<file path="src/rtl/bscan_pkg.sv">
package bscan_pkg;
    localparam int BSC_CELLS = 3;
    localparam int BSC_IDX_W = $clog2(BSC_CELLS);

    // Stage positions along the serial path (scan_in side first)
    localparam int CELL_PULL = 0;
    localparam int CELL_DIR  = 1;
    localparam int CELL_DATA = BSC_CELLS - 1;

    typedef struct packed {
        logic cap;
        logic upd;
    } bscan_cell_t;
endpackage

</file>
<file path="src/rtl/bscan_stage.sv">
module bscan_stage
    import bscan_pkg::*;
(
    input  logic clk,
    input  logic rst_n,
    input  logic clock_en,
    input  logic shift_sel,
    input  logic update_en,
    input  logic serial_in,
    input  logic parallel_in,
    output logic cap_bit,
    output logic upd_bit
);
    bscan_cell_t cell_d, cell_q;

    always_comb begin
        cell_d = cell_q;
        if (clock_en)
            cell_d.cap = shift_sel ? serial_in : parallel_in;
        if (update_en)
            cell_d.upd = cell_q.cap;
    end

    always_ff @(posedge clk) begin
        if (!rst_n)
            cell_q <= '0;
        else
            cell_q <= cell_d;
    end

    assign cap_bit = cell_q.cap;
    assign upd_bit = cell_q.upd;
endmodule

</file>
<file path="src/rtl/bscan_pin_mux.sv">
module bscan_pin_mux
    import bscan_pkg::*;
(
    input  logic                 ext_test,
    input  logic [BSC_CELLS-1:0] upd_vec,
    input  logic                 core_oe,
    input  logic                 core_out,
    input  logic                 core_pud,
    output logic                 func_pu,
    output logic                 pin_oe,
    output logic                 pin_out,
    output logic                 pin_pu
);
    always_comb begin
        func_pu = !core_pud && !core_oe && core_out;
        if (ext_test) begin
            pin_oe  = upd_vec[CELL_DIR];
            pin_out = upd_vec[CELL_DATA];
            pin_pu  = upd_vec[CELL_PULL];
        end else begin
            pin_oe  = core_oe;
            pin_out = core_out;
            pin_pu  = func_pu;
        end
    end
endmodule

</file>
<file path="src/rtl/bscan_bidir_pin.sv">
module bscan_bidir_pin
    import bscan_pkg::*;
(
    input  logic clk,
    input  logic rst_n,
    input  logic tdr_shift,
    input  logic tdr_clock,
    input  logic tdr_update,
    input  logic ext_test,
    input  logic scan_in,
    output logic scan_out,
    input  logic core_oe,
    input  logic core_out,
    input  logic core_pud,
    output logic core_in,
    output logic pin_oe,
    output logic pin_out,
    output logic pin_pu,
    input  logic pin_in
);
    logic [BSC_CELLS-1:0] cap_q;
    logic [BSC_CELLS-1:0] upd_q;
    logic [BSC_CELLS-1:0] par_in;
    logic [BSC_CELLS-1:0] ser_in;
    logic                 func_pu;

    always_comb begin
        par_in            = '0;
        par_in[CELL_PULL] = func_pu;
        par_in[CELL_DIR]  = core_oe;
        par_in[CELL_DATA] = pin_in;
    end

    genvar gi;
    generate
        for (gi = 0; gi < BSC_CELLS; gi++) begin : g_cell
            if (gi == 0) begin : g_head
                assign ser_in[gi] = scan_in;
            end else begin : g_link
                assign ser_in[gi] = cap_q[gi-1];
            end
            bscan_stage u_stage (
                .clk        (clk),
                .rst_n      (rst_n),
                .clock_en   (tdr_clock),
                .shift_sel  (tdr_shift),
                .update_en  (tdr_update),
                .serial_in  (ser_in[gi]),
                .parallel_in(par_in[gi]),
                .cap_bit    (cap_q[gi]),
                .upd_bit    (upd_q[gi])
            );
        end
    endgenerate

    bscan_pin_mux u_mux (
        .ext_test(ext_test),
        .upd_vec (upd_q),
        .core_oe (core_oe),
        .core_out(core_out),
        .core_pud(core_pud),
        .func_pu (func_pu),
        .pin_oe  (pin_oe),
        .pin_out (pin_out),
        .pin_pu  (pin_pu)
    );

    assign scan_out = cap_q[CELL_DATA];
    assign core_in  = pin_in;
endmodule

</file>
<file path="config.mk">
export PLATFORM = sky130hd
export DESIGN_NAME = bscan_bidir_pin
export DESIGN_NICKNAME = d
export VERILOG_FILES = /design/src/rtl/bscan_pkg.sv /design/src/rtl/bscan_stage.sv /design/src/rtl/bscan_pin_mux.sv /design/src/rtl/bscan_bidir_pin.sv
export SDC_FILE = /design/constraint.sdc
export NUM_CORES = 1
export LEC_CHECK = 0
export BUFFER_PORTS_ARGS = -buffer_cell sky130_fd_sc_hd__buf_2
export CAP_MARGIN = 20
export CORE_AREA = 2 2 39 41
export DETAILED_ROUTE_END_ITERATION = 8
export DIE_AREA = 0 0 41 43
export GPL_TIMING_DRIVEN = 0
export PLACE_DENSITY = 0.41
export SETUP_SLACK_MARGIN = 0.2
export SLEW_MARGIN = 10
export SYNTH_ARGS = -nofsm -noshare
export SYNTH_HDL_FRONTEND = slang
export SYNTH_SLANG_ARGS = --single-unit
</file>
<file path="constraint.sdc">
create_clock -name clk -period 1.3 [get_ports clk]
set_input_delay 0.26 -clock clk [delete_from_list [all_inputs] [get_ports clk]]
set_output_delay 0.26 -clock clk [all_outputs]
set_load 0.005 [all_outputs]
</file>
# Word-level counts from Yosys, hierarchy flattened
# Cells that the tools add are included.
dict set report word_totals {
  register_bits 6
  latchBits 0
  ram_bits 0
  romBits 0
  out_inout_bits 5
  word_cells 16
  memories 0
}
dict set report op_classes {
  addsub 0
  multipliers 0
  div_mod_pow 0
  magnitude_cmp 0
  eq_ne 0
  shift 0
  muxes 6
  bitwise_logic 0
  reduce_logical 4
}
# op n
set op_table {}
lappend op_table {{$mux 1} 6}
lappend op_table {{$logic_and 1x1->1} 2}
lappend op_table {{$logic_not 1->1} 2}

# Logic depth before layout (Yosys ltp)
dict set report logic_depth {
  word_depth 4
  mapped_depth 2
  ltp_nobuf 2
}

# Modules after synthesis
# Synthesis repeated with hierarchy kept, for this count alone.
dict set report hier_totals {
  hier_cells 26
  area_unflattened_um2 282.8
}
# module instances cells_per_inst area_per_inst_um2 seq_area_each_um2
set modules_own_cells {}
lappend modules_own_cells {bscan_stage 3 7 76.3 40.0}
lappend modules_own_cells {bscan_pin_mux 1 4 46.3 0.0}
lappend modules_own_cells {bscan_bidir_pin 1 1 7.5 0.0}

# Worst setup path before layout
# Ideal clock, no wire load.
dict set report synth_path {
  path_type {input to register}
  start {input port core_oe}
  end {register g_cell[0].u_stage.cell_q (netlist bit g_cell[0].u_stage.cap_bit)}
  t_arrival_ps 908
  t_required_ps 1226
  path_slack_ps 317
  cell_stages 2
  path_cell_list {or4b_1 > a31oi_1}
}
dict set report synth_between {
  elab_chain_cells 4
}
# element line
set synth_lines {}
lappend synth_lines {{start: declaration} bscan_bidir_pin.sv:12} ;# input logic core_oe,
lappend synth_lines {{$logic_not 1->1} bscan_pin_mux.sv:15} ;# func_pu = !core_pud && !core_oe && core_out;
lappend synth_lines {{$logic_and 1x1->1 (2 in series)} bscan_pin_mux.sv:15}
lappend synth_lines {{$mux 1} bscan_stage.sv:19} ;# cell_d.cap = shift_sel ? serial_in : parallel_in;
lappend synth_lines {{end signal: assignment} bscan_stage.sv:28} ;# cell_q <= cell_d;
lappend synth_lines {{end: declaration} bscan_stage.sv:14} ;# bscan_cell_t cell_d, cell_q;
# Every way passes these cells.
# A chain may end at the register's enable or synchronous reset.

# Worst setup path in the final report
dict set report layout_path {
  start {register g_cell[1].u_stage.cell_q (netlist bit g_cell[1].u_stage.upd_bit)}
  end {output port pin_oe}
}
dict set report layout_between {
  elab_chain_cells 1
}
# element line
set layout_lines {}
lappend layout_lines {{start: declaration} bscan_stage.sv:14}
lappend layout_lines {{start signal: assignment} bscan_stage.sv:28}
lappend layout_lines {{$mux 1} bscan_pin_mux.sv:16} ;# if (ext_test) begin
lappend layout_lines {{end: declaration} bscan_bidir_pin.sv:16} ;# output logic pin_oe,
# Every way passes these cells.

==> metrics.md <==
| Metric | Value |
|---|---|
| Setup WS pre-CTS | `0.149 ns` |
| Max frequency | `850 MHz` |
| Synth-to-Final Area Change | `55.4%` |
| Hpwl dp | `520 µm` |
| Number of setup buffers added after CTS | `0` |
| DP Area | `373 µm²` |
| Layout cells sized above 1 | `55.3%` |
| Drt drc | `0` |
| Final min period | `1.18 ns` |
| Post-DR vias/cell | `4.48` |
| Die Y | `43 µm` |
| Initial antenna violation count | `0` |
| Fin. max-slew vios | `0` |
| Worst-margin pin slew | `0.221 ns` |
| Ys Warns | `0` |
| Final setup fails | `0` |
| Final WS setup | `0.123 ns` |
| Outcome | `completed` |
| # diodes | `0` |
| DR WL/cell | `10.1 µm` |
| GRT Total Usage | `8.16%` |
| Rows | `14` |
| Footprint of the multi-input gates | `160 µm²` |
| R2r endpoint | `g_cell[1].u_stage.cap_bit` |
| Largest net degree at the start of global routing | `7` |
| CP max stage delay | `0.31 ns` |
| CP delay by family, top | `flip-flops` |
| Period utilisation layout | `90.5%` |
| Maximum buffer depth of the clock tree | `2` |
| Seq/Total Area, Yosys | `43.2%` |
| Setup crit end | `pin_oe` |
| H-tree levels | `1` |
| Die width | `41 µm` |
| CTS buffer count | `3` |
| Post-CTS Hold Fix Bufs | `0` |
| Mapped Area | `278 µm²` |
| Crit path max-delay cell type | `dfxtp_2` |
| CP bufs+invs | `1` |
| Setup_tns | `0 ns` |
| Number of global-route vias before repair | `244` |
| Post-Synthesis Cells | `29` |
| # fillers | `157` |
| Critical Path Fanout Max | `2` |
| Pre-antenna DRT Iters | `2` |
| CTS tree | `built` |
| Worst Reg-to-Reg Cells | `2` |
| Syn nets | `40` |
| Hold Crit Depth | `2` |
| Synth Register Bits | `6` |
| Clock skew | `0.00438 ns` |
| Fin util | `31.2%` |
| Clk slew on worst S/H paths | `0.04 ns` |
| MaxCap Viol Count | `0` |
| Worst path required time | `1.04 ns` |
| IO Pins | `16` |
| Via Count | `282` |
| Detail Route Antenna Nets | `0` |
| Clock Latency Late Sink | `0.24 ns` |
| Cell variety after synth | `12` |
| Initial Util | `20.1%` |
| Critical path endpoint category | `primary output` |
| Critical path data arrival time | `0.92 ns` |
| CP Depth | `2` |
| LEAKAGE | `0.000207 µW` |
| Worst r2r src | `g_cell[0].u_stage.cap_bit` |
| Final layout net count | `60` |
| Unrepaired setup endpoints after global routing | `true` |
| Final hold viol count | `0` |
| Crit-path cells | `mux2_4 -> buf_6` |
| Crit Path Class | `flop to primary output` |
| Type of origin of the critical path | `flop` |
| WL final | `635 µm` |
| Gr ovfl total | `0` |
| Fin area | `432 µm²` |
| Peak supply drop | `0.429 mV` |
| Power Total | `443 µW` |
| Pwr Density | `1030 mW/mm²` |
| Relative slew slack | `85.1%` |
| Placeable Area | `0.00138 mm²` |
| Root Driver | `clkbuf_4` |
| First-pass GRT wire length | `917 µm` |
| Syn Area/Cell | `9.58 µm²` |
| Iter 0 DRT Violations | `4` |
| Die area | `0.00176 mm²` |
| Hold Path Class | `input pin to flop` |
| # clock sinks | `6` |
| Critical path launch point | `g_cell[1].u_stage.upd_bit` |
| I/O Buffers | `15` |
| Register area | `124 µm²` |
| Reg2Reg Setup Slack | `0.66 ns` |
| RD Place Congestion | `0.667` |
==> final cells by class <==
cell class	count	area share [%]
buffer	1	1.74
tap	16	4.64
clock buffer	3	5.22
sequential	6	28.7
inverter	1	0.870
timing repair buffer	15	21.7
multi-input combinational	21	37.1
==> layer usage <==
| metal | vias up | wire length [µm] | global-route usage [%] |
|---|---|---|---|
| li1 | 145 | - | - |
| met1 | 121 | 294 | 9.74 |
| met2 | 14 | 262 | 10.3 |
| met3 | 2 | 71 | 4.71 |
| met4 | 0 | 6 | 6.00 |
| met5 | - | 0 | 0 |
==> sequential cells by signal (all words and copies together) (netlist names) <==
| name | count |
|---|---|
| g_cell.u_stage.cap_bit | 3 |
| g_cell.u_stage.upd_bit | 3 |
==> worst min-delay path by stage <==
stage,slack [ns],from,to
final,0.26,tdr_clock,g_cell[1].u_stage.cap_bit
after CTS,0.25,tdr_clock,g_cell[1].u_stage.cap_bit
after global placement,0.50,g_cell[0].u_stage.upd_bit,g_cell[0].u_stage.upd_bit
after global routing,0.27,tdr_clock,g_cell[1].u_stage.cap_bit
after floorplan,0.35,tdr_clock,g_cell[1].u_stage.cap_bit
after detailed placement,0.50,tdr_clock,g_cell[1].u_stage.cap_bit
==> synthesized netlist by cell type <==
cell type  count  area share, %
inv_1          1            1.4
or4b_1         1            3.6
o21ai_0        4            7.2
a21oi_1        2            3.6
a31oi_1        1            2.3
nand2_1        3            4.1
buf_4          1            2.7
mux2i_1        5             18
o41ai_1        1            3.2
nor2b_1        3            6.8
mux2_1         1            4.1
dfxtp_1        6             43
==> what timing repair did <==
| item | 4_1_cts | 5_1_grt |
|---|---|---|
| resized for setup | 3 | 8 |
| endpoints found under the setup margin | 2 | 3 |
| pin swaps | 0 | 1 |
==> where the power goes <==
group / total, µW / internal [µW] / switching (µW)
Sequential: 203 / 196 / 6.87
Combinational: 75.4 / 44.0 / 31.4
Clock: 165 / 104 / 60.6
==> cells by family after synthesis <==
group | share of synthesized area [%]
AOI/OAI and AO/OA | 16.2
DFF | 43.2
buffers and inverters | 4.05
muxes | 22.1
and+or+nand+nor | 14.4
==> per-stage QoR <==
| stage | hold WS [ns] | instances |
|---|---|---|
| after floorplan | 0.349 | 29 |
| after global placement | 0.503 | 60 |
| after detailed placement | 0.504 | 60 |
| after CTS | 0.249 | 63 |
| after global routing | 0.270 | 63 |
| final | 0.261 | 63 |
==> cells in the final DEF, fill, tap and decap left out <==
master    instances
nor2b_1           3
dfxtp_1           3
nand2_1           2
buf_4             1
inv_2             1
dfxtp_2           3
nand2_2           1
buf_6             3
or4b_1            1
clkbuf_4          3
buf_2            12
a21oi_1           2
o21ai_0           3
mux2i_1           5
a31oi_1           1
mux2_4            1
o41ai_2           1
o21ai_1           1
(Power assumes the default switching activity.)
